[config.mk]
export PLATFORM = sky130hd
export DESIGN_NAME = epp_wr_ctrl
export DESIGN_NICKNAME = d
export VERILOG_FILES = /design/src/rtl/epp_wr_pkg.sv /design/src/rtl/epp_sync.sv /design/src/rtl/epp_wdog.sv /design/src/rtl/epp_status.sv /design/src/rtl/epp_wr_fsm.sv /design/src/rtl/epp_wr_ctrl.sv
export SDC_FILE = /design/constraint.sdc
export NUM_CORES = 1
export LEC_CHECK = 0
export BUFFER_PORTS_ARGS = -buffer_cell sky130_fd_sc_hd__buf_2
export CORE_MARGIN = 2
export CORE_UTILIZATION = 48
export CTS_CLUSTER_SIZE = 12
export DETAILED_ROUTE_END_ITERATION = 6
export PLACE_DENSITY = 0.75
export SLEW_MARGIN = 10
export SYNTH_ARGS = -nofsm -noshare
export SYNTH_HDL_FRONTEND = slang
export SYNTH_SLANG_ARGS = --single-unit
[constraint.sdc]
create_clock -name clk -period 1.4 [get_ports clk]
set_input_delay 0.28 -clock clk [delete_from_list [all_inputs] [get_ports clk]]
set_output_delay 0.28 -clock clk [all_outputs]
set_load 0.1 [all_outputs]
[src/rtl/epp_wr_pkg.sv]
package epp_wr_pkg;
  typedef enum logic [2:0] {
    ST_IDLE  = 3'd0,
    ST_HOLD  = 3'd1,
    ST_SETUP = 3'd2,
    ST_STRB  = 3'd3,
    ST_TERM  = 3'd4
  } epp_st_t;
endpackage

[src/rtl/epp_sync.sv]
module epp_sync #(
  parameter int   STAGES  = 2,
  parameter logic RST_VAL = 1'b0
) (
  input  logic clk,
  input  logic rst_n,
  input  logic din,
  output logic dout
);
  logic [STAGES-1:0] sr_q;

  always_ff @(posedge clk or negedge rst_n) begin
    if (!rst_n) sr_q <= {STAGES{RST_VAL}};
    else        sr_q <= {sr_q[STAGES-2:0], din};
  end

  assign dout = sr_q[STAGES-1];
endmodule

[src/rtl/epp_wdog.sv]
module epp_wdog #(
  parameter int LIMIT = 2000
) (
  input  logic clk,
  input  logic rst_n,
  input  logic clr,
  input  logic run,
  output logic expired
);
  localparam int CW = $clog2(LIMIT + 1);
  localparam logic [CW-1:0] LIM = CW'(LIMIT);

  logic [CW-1:0] cnt_q, cnt_d;
  logic          cnt_en;

  assign expired = (cnt_q == LIM);
  assign cnt_en  = clr | (run & ~expired);

  always_comb begin
    if (clr) cnt_d = '0;
    else     cnt_d = cnt_q + CW'(1);
  end

  always_ff @(posedge clk or negedge rst_n) begin
    if (!rst_n)      cnt_q <= '0;
    else if (cnt_en) cnt_q <= cnt_d;
  end
endmodule

[src/rtl/epp_status.sv]
module epp_status #(
  parameter bit CLR_ON_READ = 1'b0
) (
  input  logic clk,
  input  logic rst_n,
  input  logic set,
  input  logic stat_rd,
  input  logic stat_wr1,
  output logic flag
);
  logic clr_req, flag_d, flag_en;

  always_comb begin
    clr_req = CLR_ON_READ ? stat_rd : stat_wr1;
    flag_en = set | clr_req;
    flag_d  = set;
  end

  always_ff @(posedge clk or negedge rst_n) begin
    if (!rst_n)       flag <= 1'b0;
    else if (flag_en) flag <= flag_d;
  end
endmodule

[src/rtl/epp_wr_fsm.sv]
module epp_wr_fsm
  import epp_wr_pkg::*;
(
  input  logic       clk,
  input  logic       rst_n,
  input  logic       host_wr,
  input  logic       host_sel,
  input  logic [7:0] host_data,
  input  logic       ctl_dir,
  input  logic       ctl_strobe,
  input  logic       wait_s,
  input  logic       wd_expired,
  output logic       wd_clr,
  output logic       wd_run,
  output logic       abort,
  output logic       host_rdy,
  output logic [7:0] pd_out,
  output logic       pd_dir,
  output logic       p_write_n,
  output logic       p_astb_n,
  output logic       p_dstb_n
);
  epp_st_t    st_q, st_d;
  logic       sel_q, wr_mode_q;
  logic [7:0] data_q;
  logic       start, bus_on, in_strb;

  assign start   = (st_q == ST_IDLE) & host_wr;
  assign wd_run  = (st_q == ST_HOLD) | (st_q == ST_SETUP) | (st_q == ST_STRB);
  assign abort   = wd_run & wd_expired;
  assign wd_clr  = start;

  // next-state
  always_comb begin
    st_d = st_q;
    unique case (st_q)
      ST_IDLE:  if (host_wr) st_d = ST_HOLD;
      ST_HOLD:  if (wd_expired) st_d = ST_IDLE;
                else if (!wait_s) st_d = ST_SETUP;
      ST_SETUP: if (wd_expired) st_d = ST_IDLE;
                else st_d = ST_STRB;
      ST_STRB:  if (wd_expired) st_d = ST_IDLE;
                else if (wait_s) st_d = ST_TERM;
      ST_TERM:  if (!wait_s) st_d = ST_IDLE;
      default:  st_d = ST_IDLE;
    endcase
  end

  always_ff @(posedge clk or negedge rst_n) begin
    if (!rst_n) st_q <= ST_IDLE;
    else        st_q <= st_d;
  end

  // request latch, loaded only when a cycle starts
  always_ff @(posedge clk or negedge rst_n) begin
    if (!rst_n) begin
      sel_q     <= 1'b0;
      wr_mode_q <= 1'b0;
      data_q    <= '0;
    end else if (start) begin
      sel_q     <= host_sel;
      wr_mode_q <= ~ctl_dir | ctl_strobe;
      data_q    <= host_data;
    end
  end

  assign bus_on  = (st_q == ST_SETUP) | (st_q == ST_STRB) | (st_q == ST_TERM);
  assign in_strb = (st_q == ST_STRB);

  assign host_rdy  = (st_q == ST_IDLE);
  assign pd_out    = data_q;
  assign pd_dir    = bus_on ? ~wr_mode_q : (ctl_dir & ~ctl_strobe);
  assign p_write_n = ~(bus_on & wr_mode_q);
  assign p_astb_n  = ~(in_strb & sel_q);
  assign p_dstb_n  = ~(in_strb & ~sel_q);
endmodule

[src/rtl/epp_wr_ctrl.sv]
module epp_wr_ctrl #(
  parameter int TMO_CYC     = 2000,
  parameter bit CLR_ON_READ = 1'b0,
  parameter int SYNC_STAGES = 2
) (
  input  logic       clk,
  input  logic       rst_n,
  input  logic       host_wr,
  input  logic       host_sel,
  input  logic [7:0] host_data,
  output logic       host_rdy,
  input  logic       ctl_dir,
  input  logic       ctl_strobe,
  input  logic       stat_rd,
  input  logic       stat_wr1,
  output logic       timeout,
  output logic [7:0] pd_out,
  output logic       pd_dir,
  output logic       p_write_n,
  output logic       p_astb_n,
  output logic       p_dstb_n,
  input  logic       p_wait_n
);
  logic rst_q_n, wait_s, wd_clr, wd_run, wd_exp, abort;

  epp_sync #(.STAGES(2), .RST_VAL(1'b0)) u_rst_sync (
    .clk(clk), .rst_n(rst_n), .din(1'b1), .dout(rst_q_n)
  );

  epp_sync #(.STAGES(SYNC_STAGES), .RST_VAL(1'b1)) u_wait_sync (
    .clk(clk), .rst_n(rst_q_n), .din(p_wait_n), .dout(wait_s)
  );

  epp_wdog #(.LIMIT(TMO_CYC)) u_wdog (
    .clk(clk), .rst_n(rst_q_n), .clr(wd_clr), .run(wd_run), .expired(wd_exp)
  );

  epp_wr_fsm u_fsm (
    .clk(clk), .rst_n(rst_q_n),
    .host_wr(host_wr), .host_sel(host_sel), .host_data(host_data),
    .ctl_dir(ctl_dir), .ctl_strobe(ctl_strobe),
    .wait_s(wait_s), .wd_expired(wd_exp),
    .wd_clr(wd_clr), .wd_run(wd_run), .abort(abort),
    .host_rdy(host_rdy), .pd_out(pd_out), .pd_dir(pd_dir),
    .p_write_n(p_write_n), .p_astb_n(p_astb_n), .p_dstb_n(p_dstb_n)
  );

  epp_status #(.CLR_ON_READ(CLR_ON_READ)) u_status (
    .clk(clk), .rst_n(rst_q_n), .set(abort),
    .stat_rd(stat_rd), .stat_wr1(stat_wr1), .flag(timeout)
  );
endmodule

==> PnR_summary.wiki <==
{| class="wikitable"
! Metric !! Value
|-
| Outcome || finished, violations left
|-
| Failing checks || negative setup slack
|-
| Final worst path period share || 1.34
|-
| Max H-tree Level || 2
|-
| Final weighted congestion of routability-driven global placement || between 0.8 and 0.9
|-
| YS warnings || 0
|-
| Post-synthesis net count || 165
|-
| Filler cell count || between 100 and 150
|-
| Total routing usage reported by global routing || 0.302
|-
| Initial Utilization || 0.513
|-
| Leading cell types in the layout, fill and taps excluded || 35 x buf_4, 28 x nand2_1, 23 x dfrtp_1, 16 x buf_2, 16 x buf_6
|-
| Proportion of netlist area held by the largest area contributor || 0.470
|-
| DRC || 0
|-
| Global-route wire length before repair || about 7500 µm
|-
| Cells taking the most area after synthesis || dfrtp_1 47%, nand2_1 10%, dfstp_2 3.7%
|-
| Hold Worst Slack || 29.3 ps
|-
| Final Net Count || roughly 250
|-
| Detailed-route vias per instance || ~6.4
|-
| Global route total overflow || 0
|-
| Final-report setup violation count || 30
|-
| Total cell area at the placement stage || roughly 1900 µm²
|-
| CTS tree || built
|-
| Worst Hold Launch || p_wait_n
|-
| Critical Path Fanout Max || 4
|-
| Final worst slack || -483 ps
|-
| Share of total power in the clock network || 0.090
|-
| Core Footprint || roughly 2800 µm²
|-
| Die Ht || 58.8 µm
|-
| Shortest clock period the worst path allows after layout || 1880 ps
|-
| Fin. Hold Viols || 0
|-
| Critical path data arrival time || around 1600 ps
|-
| Crit. Startpoint || u_fsm.st_q[2]
|-
| Number of buffers between clock root and the deepest sink || 2
|-
| Most frequent standard cell in the layout excluding fill and tap cells || buf_4
|-
| Clock Pin Slew Worst Setup and Hold Paths || 100 ps
|-
| Number of antenna cells inserted || 0
|-
| Final instance area || 2470 µm²
|-
| Area overhead of the layout relative to synthesis || 71.8%
|-
| Worst R2R Start || u_fsm.st_q[1]
|-
| Internal power || 3.37 mW
|-
| Boundary Pins || 31
|-
| Nature of the critical path endpoint || output port
|-
| Hold/Removal Path Class || input port to flop
|-
| Leakage power || roughly 1.1 nW
|-
| Vias in the first global route || approximately 1,500
|-
| Routed wire length || 6100 µm
|-
| DRC marker count from the first detailed-route iteration || approximately 110
|-
| Combinational Power Share || 0.697
|-
| Net switching power of the design || about 3.5 mW
|-
| Number of cells after detailed placement || roughly 220
|-
| 1st-pass router iterations || 4
|-
| Element type at the critical path start || flop
|-
| Die outline width || between 50 and 60 µm
|-
| I/O Buffers || 29
|-
| Post-Layout Cell Count || approximately 260
|-
| Clock Skew || ~11 ps
|-
| Synthesized instance count || roughly 150
|-
| Setup repair after global routing missed its margin || yes
|-
| Post-synthesis sequential element count || 29
|-
| Row count || 19
|-
| Area of the die || about 3500 µm²
|-
| Num CTS Buffers || 5
|-
| Achievable clock frequency || approximately 530 MHz
|-
| Endpoint required time on the critical path || roughly 1100 ps
|-
| Antenna violations before repair || 0
|-
| Switch share || 0.511
|-
| Sequential element share of the synthesized area || 0.506
|-
| Max-capacitance violation count || 0
|-
| Total vias in the final route || around 1,600
|-
| Power density cells || about 2800 nW/µm²
|-
| Clock insertion delay at the later pin of the skew report || 350 ps
|-
| Fraction of layout cells with a size suffix above 1 || 0.608
|-
| Max-slew violation total from the final report || 0
|-
| Area of the mapped netlist || ~1400 µm²
|-
| Category of the critical setup timing path || flop to output port
|-
| Count of nets left with antenna violations after detail routing || 0
|-
| Worst ir drop on vdd || 0.00215 V
|-
| Average footprint of a synthesized cell || slightly below 10 µm²
|-
| Root Buffer Master || clkbuf_4
|-
| Detailed placement HPWL || 2290 µm
|-
| Avg WL per Cell || about 24 µm
|-
| Yosys cell types || 39
|-
| Register share of total power || 0.212
|-
| Synth area leader || dfrtp_1
|-
| Maximum number of pins on one net before global-route repair || 28
|-
| Clock sink total || 29
|}
-- sequential cells by signal, summed over array words and instances, names as in the netlist --
name              flops
u_wdog.cnt_q         11
u_fsm.pd_out          8
u_rst_sync.sr_q       2
u_fsm.wr_mode_q       1
u_status.flag         1
u_wait_sync.sr_q      2
u_fsm.st_q            3
u_fsm.sel_q           1
-- through the flow --
step                      total power, mW  setup slack (ps)  setup TNS (ps)  utilization
final                                6.88              -483           -7330        0.881
after global routing                 7.08              -531           -8200        0.881
after CTS                            5.85              -491           -3610        0.798
after detailed placement             4.65              -181           -2150        0.673
after global placement               4.56              -152           -1560        0.673
after floorplan                      3.67              -388           -3030            -
-- routing by layer --
metal,track usage,part of all wire
met1,0.362,0.35
met2,0.505,0.49
met3,0.0945,0.10
met4,0.123,0.061
met5,0,0
-- synth_stat cells (all sizes together) --
cell    count
nand2      39
dfrtp      27
buf         6
inv         6
nand3       6
mux2i       5
o21ai       5
a21oi       4
nor4        4
nand4       3
o31ai       3
or2b        3
and4        2
dfstp       2
ha          2
nand2b      2
nor2b       2
nor3        2
o211ai      2
or3         2
or4         2
a211oi      1
a221oi      1
a22o        1
a311oi      1
and3        1
and4bb      1
conb        1
nand3b      1
nor2        1
nor3b       1
nor4b       1
o2111a      1
o21a        1
o21ba       1
o21bai      1
or4b        1
xnor2       1
-- path summary, 6_finish.rpt --
check | endpoint | slack, ps | cells past startpoint
setup / recovery | p_dstb_n | -480 | 5
hold / removal | u_wait_sync.sr_q[0] | 30 | 1
setup reg to reg | u_wdog.cnt_q[10] | -310 | 5
hold reg to reg | u_wdog.cnt_q[7] | 290 | 1
max in group asynchronous | u_wait_sync.sr_q[1] | 790 | 1
min in group asynchronous | u_rst_sync.sr_q[0] | 260 | 2
-- layout make-up --
| cell class | count | area [µm²] | share of cell area |
|---|---|---|---|
| Multi-Input combinational cell | 109 | 940 | 0.380 |
| Sequential cell | 29 | 733 | 0.297 |
| Timing Repair Buffer | 75 | 668 | 0.270 |
| Clock buffer | 7 | 65.1 | 0.0263 |
| Tap cell | 31 | 38.8 | 0.0157 |
| Inverter | 6 | 22.5 | 0.00911 |
| Clock inverter | 1 | 5.00 | 0.00202 |
-- critical path: stages (launching register included) --
cell and delay (ps):
dfrtp_2 440, buf_6 130, nor2b_4 170, buf_6 160, nand3b_1 150, buf_12 210
-- power by group through the flow --
stage	logic (mW)	clock network, mW	registers, mW
2_1_floorplan	1.57	0	2.10
3_3_place_gp	3.20	0	1.36
3_5_place_dp	3.27	0	1.38
4_1_cts	3.85	0.603	1.39
5_1_grt	4.92	0.673	1.49
6_report	4.80	0.623	1.46
-- what timing repair did --
action                                  in CTS  in global routing
gates resized for setup                     38                 40
cloned                                       4                  1
hold buffers                                 1                  0
hold endpoints to repair                     2                  0
endpoints found under the setup margin      37                 30
setup buffers                               11                 11
pin swaps                                   20                 28
-- kinds of logic (layout without fill, tap and decap cells) --
group,count (synthesis),count (layout),synth area share
buffers and inverters,12,89,0.0496
other,1,1,0.00261
adder cells (fa/ha/maj),2,2,0.0174
multiplexers,5,5,0.0348
AO/OA/AOI/OAI,22,23,0.113
flip-flops,29,29,0.506
XOR/XNOR,1,1,0.00609
AND/OR/NAND/NOR,74,77,0.270
Note: power is estimated with default switching activity, not from simulation.
